[config.mk]
export PLATFORM = sky130hd
export DESIGN_NAME = addr_monitor_wake
export DESIGN_NICKNAME = d
export VERILOG_FILES = /design/src/rtl/amon_pkg.sv /design/src/rtl/amon_align.sv /design/src/rtl/amon_match.sv /design/src/rtl/amon_state.sv /design/src/rtl/addr_monitor_wake.sv
export SDC_FILE = /design/constraint.sdc
export NUM_CORES = 1
export LEC_CHECK = 0
export BUFFER_PORTS_ARGS = -buffer_cell sky130_fd_sc_hd__buf_2
export CAP_MARGIN = 5
export CORE_MARGIN = 2
export CORE_UTILIZATION = 35
export CTS_BUF_LIST = sky130_fd_sc_hd__clkbuf_4 sky130_fd_sc_hd__clkbuf_8 sky130_fd_sc_hd__clkbuf_16
export CTS_CLUSTER_SIZE = 40
export DETAILED_ROUTE_END_ITERATION = 10
export GPL_ROUTABILITY_DRIVEN = 0
export PLACE_DENSITY_LB_ADDON = 0.08
export SETUP_SLACK_MARGIN = 0.15
export SYNTH_ARGS = -nofsm -noshare
export SYNTH_HDL_FRONTEND = slang
export SYNTH_HIERARCHICAL = 1
export SYNTH_SLANG_ARGS = --single-unit
[constraint.sdc]
create_clock -name clk -period 2.5 [get_ports clk]
set_clock_uncertainty 0.1 [all_clocks]
set_input_delay 0.75 -clock clk [delete_from_list [all_inputs] [get_ports clk]]
set_output_delay 0.75 -clock clk [all_outputs]
set_load 0.02 [all_outputs]
[src/rtl/amon_pkg.sv]
package amon_pkg;
  typedef struct packed {
    logic armed;
    logic waiting;
    logic pending;
  } amon_flags_t;
endpackage

[src/rtl/amon_align.sv]
module amon_align #(
  parameter int ADDR_W     = 48,
  parameter int LINE_BYTES = 64,
  localparam int OFF_W     = $clog2(LINE_BYTES),
  localparam int SPAN_W    = OFF_W + 1
) (
  input  logic [ADDR_W-1:0] paddr_i,
  input  logic [OFF_W-1:0]  voff_i,
  output logic [ADDR_W-1:0] line_o,
  output logic [SPAN_W-1:0] span_o
);
  localparam logic [ADDR_W-1:0] LINE_MASK = ~(ADDR_W'(LINE_BYTES - 1));
  localparam logic [SPAN_W-1:0] FULL_SPAN = SPAN_W'(LINE_BYTES);

  assign line_o = paddr_i & LINE_MASK;

  // span is cut at the next line boundary when the start is unaligned
  always_comb begin
    if (voff_i == '0) span_o = FULL_SPAN;
    else              span_o = FULL_SPAN - SPAN_W'(voff_i);
  end
endmodule

[src/rtl/amon_match.sv]
module amon_match #(
  parameter int ADDR_W = 48
) (
  input  logic              valid_i,
  input  logic              armed_i,
  input  logic              waiting_i,
  input  logic [ADDR_W-1:0] line_i,
  input  logic [ADDR_W-1:0] addr_i,
  output logic              hit_o
);
  assign hit_o = valid_i & armed_i & waiting_i & (addr_i == line_i);
endmodule

[src/rtl/amon_state.sv]
module amon_state
  import amon_pkg::*;
#(
  parameter int ADDR_W = 48
) (
  input  logic              clk,
  input  logic              rst_n,
  input  logic              arm_v_i,
  input  logic [ADDR_W-1:0] arm_vaddr_i,
  input  logic              wait_v_i,
  input  logic [ADDR_W-1:0] wait_line_i,
  input  logic              snoop_v_i,
  input  logic [ADDR_W-1:0] snoop_addr_i,
  input  logic              hit_i,
  output logic              eff_armed_o,
  output logic              eff_waiting_o,
  output logic [ADDR_W-1:0] eff_line_o,
  output amon_flags_t       flags_o,
  output logic [ADDR_W-1:0] line_o,
  output logic [ADDR_W-1:0] vaddr_o,
  output logic              wake_o,
  output logic              sleep_o
);
  amon_flags_t       flags_q;
  logic [ADDR_W-1:0] line_q;
  logic [ADDR_W-1:0] vaddr_q;
  logic              wake_q;
  logic              wait_takes;

  // arm first, then wait, then snoop in the same cycle
  assign wait_takes    = wait_v_i & ~flags_q.pending;
  assign eff_armed_o   = flags_q.armed | arm_v_i;
  assign eff_waiting_o = flags_q.waiting | wait_takes;
  always_comb begin
    eff_line_o = line_q;
    if (arm_v_i)    eff_line_o = '0;
    if (wait_takes) eff_line_o = wait_line_i;
  end
  assign sleep_o = wait_takes;

  always_ff @(posedge clk) begin
    if (!rst_n) begin
      flags_q <= '0;
      line_q  <= '0;
      vaddr_q <= '0;
      wake_q  <= 1'b0;
    end else begin
      flags_q.armed   <= eff_armed_o;
      flags_q.waiting <= eff_waiting_o & ~hit_i;
      flags_q.pending <= (flags_q.pending & ~wait_v_i) | hit_i;
      line_q          <= eff_line_o;
      if (arm_v_i) vaddr_q <= arm_vaddr_i;
      wake_q          <= hit_i;
    end
  end

  assign flags_o = flags_q;
  assign line_o  = line_q;
  assign vaddr_o = vaddr_q;
  assign wake_o  = wake_q;

  assert_arm_clears_line_R2: assert property (@(posedge clk) disable iff (!rst_n)
    (arm_v_i && !wait_v_i) |=> (flags_q.armed && line_q == '0 && vaddr_q == $past(arm_vaddr_i)));

  assert_wait_stores_line_R3: assert property (@(posedge clk) disable iff (!rst_n)
    (wait_v_i && !flags_q.pending) |=> (line_q == $past(wait_line_i)));

  assert_pending_wait_keeps_R4: assert property (@(posedge clk) disable iff (!rst_n)
    (wait_v_i && flags_q.pending && !arm_v_i && !snoop_v_i)
      |=> (!flags_q.pending && $stable(line_q) && $stable(flags_q.waiting)));

  assert_wake_single_R6: assert property (@(posedge clk) disable iff (!rst_n)
    wake_q |=> !wake_q);

  assert_wake_ends_wait_R6: assert property (@(posedge clk) disable iff (!rst_n)
    wake_q |-> (!flags_q.waiting && flags_q.pending));

  assert_miss_no_effect_R7: assert property (@(posedge clk) disable iff (!rst_n)
    (snoop_v_i && !arm_v_i && !wait_v_i && snoop_addr_i != line_q)
      |=> (!wake_q && $stable(flags_q)));

  assert_idle_no_sleep_R10: assert property (@(posedge clk) disable iff (!rst_n)
    !wait_v_i |-> !sleep_o);
endmodule

[src/rtl/addr_monitor_wake.sv]
module addr_monitor_wake
  import amon_pkg::*;
#(
  parameter int ADDR_W     = 48,
  parameter int LINE_BYTES = 64,
  localparam int OFF_W     = $clog2(LINE_BYTES),
  localparam int SPAN_W    = OFF_W + 1
) (
  input  logic              clk,
  input  logic              rst_n,
  input  logic              arm_valid_i,
  input  logic [ADDR_W-1:0] arm_vaddr_i,
  input  logic              wait_valid_i,
  input  logic [ADDR_W-1:0] wait_paddr_i,
  output logic              wait_sleep_o,
  input  logic              snoop_valid_i,
  input  logic [ADDR_W-1:0] snoop_addr_i,
  output logic              wake_o,
  output logic              armed_o,
  output logic              waiting_o,
  output logic [ADDR_W-1:0] mon_line_o,
  output logic [ADDR_W-1:0] armed_vaddr_o,
  output logic [SPAN_W-1:0] span_bytes_o
);
  logic [ADDR_W-1:0] wait_line;
  logic [ADDR_W-1:0] eff_line;
  logic              eff_armed;
  logic              eff_waiting;
  logic              hit;
  amon_flags_t       flags;

  amon_align #(.ADDR_W(ADDR_W), .LINE_BYTES(LINE_BYTES)) u_align (
    .paddr_i (wait_paddr_i),
    .voff_i  (armed_vaddr_o[OFF_W-1:0]),
    .line_o  (wait_line),
    .span_o  (span_bytes_o)
  );

  amon_match #(.ADDR_W(ADDR_W)) u_match (
    .valid_i   (snoop_valid_i),
    .armed_i   (eff_armed),
    .waiting_i (eff_waiting),
    .line_i    (eff_line),
    .addr_i    (snoop_addr_i),
    .hit_o     (hit)
  );

  amon_state #(.ADDR_W(ADDR_W)) u_state (
    .clk           (clk),
    .rst_n         (rst_n),
    .arm_v_i       (arm_valid_i),
    .arm_vaddr_i   (arm_vaddr_i),
    .wait_v_i      (wait_valid_i),
    .wait_line_i   (wait_line),
    .snoop_v_i     (snoop_valid_i),
    .snoop_addr_i  (snoop_addr_i),
    .hit_i         (hit),
    .eff_armed_o   (eff_armed),
    .eff_waiting_o (eff_waiting),
    .eff_line_o    (eff_line),
    .flags_o       (flags),
    .line_o        (mon_line_o),
    .vaddr_o       (armed_vaddr_o),
    .wake_o        (wake_o),
    .sleep_o       (wait_sleep_o)
  );

  assign armed_o   = flags.armed;
  assign waiting_o = flags.waiting;

  assert_wake_needs_arm_R5: assert property (@(posedge clk) disable iff (!rst_n)
    wake_o |-> armed_o);
endmodule

=== Yosys cells after proc, flatten, opt, wreduce, memory -nomap -nowiden ===
Cells that the tools add are included.
Widths: inputs -> output; s select.

* Register bits after elaboration: 100
* Output and inout port bits: 107
* Word-level logic and storage cells: 24

* Add/subtract/negate cells: 1
* Equal/unequal tests: 1
* Muxes and demuxes: 3
* Bitwise gates (word level): 12
* Reductions and logical operators: 1

{| class="wikitable"
|+ Operators with widths
! operator !! number
|-
| $mux 48 || 2
|-
| $eq 48x48->1 || 1
|-
| $mux 7 || 1
|-
| $sub 7x6->7 const A || 1
|-
| $and 1x1->1 || 6
|-
| $logic_not 6->1 || 1
|-
| $not 1->1 || 3
|-
| $or 1x1->1 || 3
|}

=== Depth between registers and ports, before layout ===
* Depth after elaboration: 7
* Mapped depth: 11
* Gate-level depth less buffers: 9

=== By module ===
The synthesis kept the hierarchy.

{| class="wikitable"
|+ By module, submodules not included
! module !! instances !! cells each !! area an instance (µm²) !! seq. area each (µm²)
|-
| amon_state || 1 || 429 || 4674.5 || 2001.9
|-
| amon_match || 1 || 66 || 573.0 || 0.0
|-
| amon_align || 1 || 66 || 471.7 || 0.0
|}

=== Worst setup path after synthesis ===
OpenSTA, ideal clock, no wires.

* Kind: in2reg
* Start: input port arm_valid_i
* End: register u_state.flags_q, in the netlist u_state/flags_o[1]
* Library setup time: 116 ps
* Arrival time: 2385 ps
* Slack: -100 ps
* Cell stages on the path: 10
* Path through: buf_2 > buf_6 > buf_6 > nand3b_4 > nand2_1 > xor2_1 > nor4_2 > nand4_1 > nor4_2 > and3b_1

* Word-level cells in the longest chain between the ends: 6
* Elaborated cells between the ends (all ways): 9
* Classes of those cells: 1 x eq/ne; 2 x mux; 6 x bitwise

{| class="wikitable"
|+ RTL lines
! element !! line !! source
|-
| start, declared || addr_monitor_wake.sv:11 || <nowiki>input logic arm_valid_i,</nowiki>
|-
| $mux 48 || amon_state.sv:36 || <nowiki>if (arm_v_i) eff_line_o = '0;</nowiki>
|-
| $mux 48 || amon_state.sv:37 || <nowiki>if (wait_takes) eff_line_o = wait_line_i;</nowiki>
|-
| via eff_line[41] || addr_monitor_wake.sv:26 || <nowiki>logic [ADDR_W-1:0] eff_line;</nowiki>
|-
| $eq 48x48->1 || amon_match.sv:11 || <nowiki>assign hit_o = valid_i & armed_i & waiting_i & (addr_i == line_i);</nowiki>
|-
| $and 1x1->1 || amon_match.sv:11 ||
|-
| via hit || addr_monitor_wake.sv:29 || <nowiki>logic hit;</nowiki>
|-
| $not 1->1 || amon_state.sv:49 || <nowiki>flags_q.waiting <= eff_waiting_o & ~hit_i;</nowiki>
|-
| $and 1x1->1 || amon_state.sv:49 ||
|-
| end, declared || amon_state.sv:24 || <nowiki>amon_flags_t flags_q;</nowiki>
|}

The timed path passes the listed nets, and every way through them passes these cells.
A chain may end at the register's enable or synchronous reset.

=== Final worst setup path ===
* Start: input port wait_valid_i
* End: register u_state.flags_q, in the netlist u_state/flags_o[1]

* Word-level cells in the longest chain between the ends: 6
* Elaborated cells between the ends (all ways): 8
* Classes of those cells: 1 x eq/ne; 1 x mux; 6 x bitwise

{| class="wikitable"
|+ RTL lines
! element !! line !! source
|-
| start, declared || addr_monitor_wake.sv:13 || <nowiki>input logic wait_valid_i,</nowiki>
|-
| $and 1x1->1 || amon_state.sv:31 || <nowiki>assign wait_takes = wait_v_i & ~flags_q.pending;</nowiki>
|-
| $mux 48 || amon_state.sv:37 ||
|-
| via eff_line[45] || addr_monitor_wake.sv:26 ||
|-
| $eq 48x48->1 || amon_match.sv:11 ||
|-
| $and 1x1->1 || amon_match.sv:11 ||
|-
| via hit || addr_monitor_wake.sv:29 ||
|-
| $not 1->1 || amon_state.sv:49 ||
|-
| $and 1x1->1 || amon_state.sv:49 ||
|}

The timed path passes the listed nets, and every way through them passes these cells.

==> impl_metrics.env <==
export IMPL_status="finished, violations left"
export IMPL_violations="setup timing"
export IMPL_cts_tree="done"
export IMPL_syn_instance_count=561
export IMPL_die_height_um=132
export IMPL_yosys_area_share_simple=0.293
export IMPL_rrSetupSlack_ns=0.03
export IMPL_fmax_mhz=393
export IMPL_synthMuxAreaShare=0.0840
export IMPL_crit_family="simple AND/OR/NAND/NOR gates"
export IMPL_die_area_mm2=0.0174
export IMPL_viasPerCell=4.39
export IMPL_setup_viol=1
export IMPL_path_class="primary input to register"
export IMPL_crit_arrival_ns=2.69
export IMPL_overflow=0
export IMPL_syn_mean_instance_area_um2=10.2
export IMPL_hpwl_mm=11.9
export IMPL_total_power_w=0.00413
export IMPL_cts_buffers=9
export IMPL_max_cap_viol_count=0
export IMPL_n_antenna_cell=0
export IMPL_grt_max_degree=101
export IMPL_cp_required_ns=2.65
export IMPL_worst_path_max_delay_cell="nor4_4"
export IMPL_synth_seq_cells=100
export IMPL_rsz0062_at_grt="true"
export IMPL_critPathMaxFanout=7
export IMPL_synth_adder_area_share=0.00219
export IMPL_first_global_vias=4890
export IMPL_drc=0
export IMPL_ant_nets=0
export IMPL_vdd_ir_drop_worst_mv=0.306
export IMPL_ys_seq_area_frac=0.350
export IMPL_hold_viol=0
export IMPL_routed_wl_mm=15.8
export IMPL_power_density_mw_per_mm2=519
export IMPL_core_mm2=0.0159
export IMPL_fin_ws_ns=-0.0439
export IMPL_htree_levels=3
export IMPL_holdWs_ns=0.406
export IMPL_syn_cell_area_mm2=0.00572
export IMPL_synth_compound_area_frac=0.0862
export IMPL_grt_usage=0.181
export IMPL_start_kind="primary input"
export IMPL_cts_root_buf="clkbuf_16"
export IMPL_cp_cell_sequence="buf_8 > nand2b_4 > buf_12 > buf_16 > buf_12 > buf_6 > nand3b_4 > nand2_4 > xor2_4 > nor4_4 > nand3_2 > nor4_4 > and3b_1"
export IMPL_max_stage_delay_ns=0.35
export IMPL_cts_clk_slew_worst_paths_ns=0.07
export IMPL_place_inst=1030
export IMPL_syn_to_final_growth_pct=39.3
export IMPL_ys_warn_count=6
export IMPL_synth_top_family_by_area="simple AND/OR/NAND/NOR gates"
export IMPL_clk_latency_ns=0.35
export IMPL_row_count=46
export IMPL_fp_dieW_um=132
export IMPL_min_period_ns=2.54
export IMPL_stdcell_count=1060
export IMPL_setup_tns_ns=-0.0439
export IMPL_drive_gt1_frac=0.543
export IMPL_first_pass_iters=4
export IMPL_numPortBuffers=249
export IMPL_tightest_slew_ns=0.704
export IMPL_yosys_area_top_type="dfxtp_1"
export IMPL_route_vias_total=4652
export IMPL_ctsLongestPathBuffers=2
export IMPL_crit_buf_inv=5
export IMPL_cts_sinks=100
export IMPL_final_core_util=0.500
export IMPL_nNetsFinal=989
export IMPL_antenna_found_initial=1
export IMPL_synth_xor_area_frac=0.0781
export IMPL_synth_top_area_frac=0.350
export IMPL_drv_slew=0
export IMPL_period_share=1.02
export IMPL_grt_pass1_wl_mm=24.9
export IMPL_routedWlPerCell_um=14.9
export IMPL_ioPinCount=256
export IMPL_leakage_nw=4.44
export IMPL_hold_buffers=0
export IMPL_ys_types=36
export IMPL_first_iter_violations=129
export IMPL_yosys_top_cells_area="dfxtp_1, nand3b_4, mux2i_1, xor2_1, buf_4"
export IMPL_holdCritPathClass="register to register"
export IMPL_maxSlewHeadroom=0.530
export IMPL_end_kind="register"
export IMPL_initial_core_util=0.359
==> power breakdown <==
part / switching (W) / leakage [nW] / total, W / internal, W
Sequential: 0.0000588 / 0.825 / 0.00174 / 0.00168
Combinational: 0.000494 / 3.47 / 0.000950 / 0.000456
Clock: 0.000665 / 0.146 / 0.00145 / 0.000783
==> synthesized netlist by cell type (all sizes together) <==
cell,instances
and2,2
o21ai,1
inv,3
dfxtp,100
nand2b,2
o21a,2
ha,1
nor4,12
and3,1
clkbuf,11
and3b,2
nand3b,48
nand3,3
nand2,97
nor2b,49
nor2,4
xnor2,2
or2,1
nand4,2
a21boi,48
buf,69
xor2,49
mux2i,48
conb,1
nor3,3
==> worst min-delay path, stage by stage, from the launching register on <==
cell	delay [ns]
dfxtp_1	0.31
nand3b_1	0.09
a21boi_1	0.06
==> cell usage in the layout (no fill, tap or decap), types with 2 or more instances in the layout <==
master,instances
buf_4,79
nand4_1,2
nand3b_4,30
buf_2,246
nand2_2,18
nor4_1,2
buf_6,4
nand3b_1,18
o21a_1,2
nor3_2,2
nor4_2,8
inv_6,2
nand2_1,78
a21boi_2,30
mux2i_1,48
nand3_1,2
nor2b_1,49
inv_1,2
nor4_4,2
dfxtp_1,98
nor2_1,4
xnor2_1,2
and2_1,2
buf_12,10
conb_1,6
a21boi_1,18
xor2_1,47
clkbuf_16,9
clkinv_2,2
==> what timing repair did <==
action | 4_1_cts | 5_1_grt
setup endpoints to repair | 7 | 7
pin swaps | 11 | 14
gates resized for setup | 18 | 13
buffers inserted | 8 | 5
cloned | 1 | 0
==> routing by layer <==
metal | vias up | routed length [um] | track usage | share of wire
met5 | - | 16 | 0 | 0.0010
met4 | 2 | 244 | 0.0537 | 0.015
met3 | 19 | 1300 | 0.0642 | 0.083
met2 | 165 | 7560 | 0.307 | 0.48
met1 | 2105 | 6640 | 0.215 | 0.42
li1 | 2361 | - | - | -
==> cells by family after synthesis <==
| kind of cell | count (synthesis) |
|---|---|
| AND/OR/NAND/NOR | 226 |
| flip-flops | 100 |
| buffers and inverters | 83 |
| AO/OA/AOI/OAI | 51 |
| XOR/XNOR | 51 |
| multiplexers | 48 |
| adder cells (fa/ha/maj) | 1 |
| other | 1 |
==> metrics by stage <==
stage / worst slack [ns] / area (um^2)
after global routing: -0.120 / 7970
after global placement: -0.580 / 7350
after CTS: -0.0767 / 7870
after detailed placement: -0.632 / 7350
after floorplan: 0.0172 / 5760
final: -0.0439 / 7970
==> flip-flops by register name, indices dropped and copies added, names as in the netlist <==
signal,flops
u_state/vaddr_o,48
u_state/line_o,48
u_state/flags_o,3
u_state/wake_o,1
==> final cells by class <==
class	count	area, um^2
clock buffers	9	225
clock inverters	7	73.8
fillers	1571	7970
inverters	3	13.8
multi-input cells	383	3230
flip-flops and latches	100	2010
well taps	216	270
repair buffers	342	2140
==> path summary, 6_finish.rpt <==
check	endpoint	cells past startpoint	startpoint
worst min-delay path	u_state/line_o[1]	2	u_state/line_o[1]
worst max-delay path	u_state/flags_o[1]	13	wait_valid_i
worst max register to register	u_state/flags_o[1]	12	u_state/flags_o[0]
worst min register to register	u_state/line_o[1]	2	u_state/line_o[1]
(Power assumes the default switching activity.)
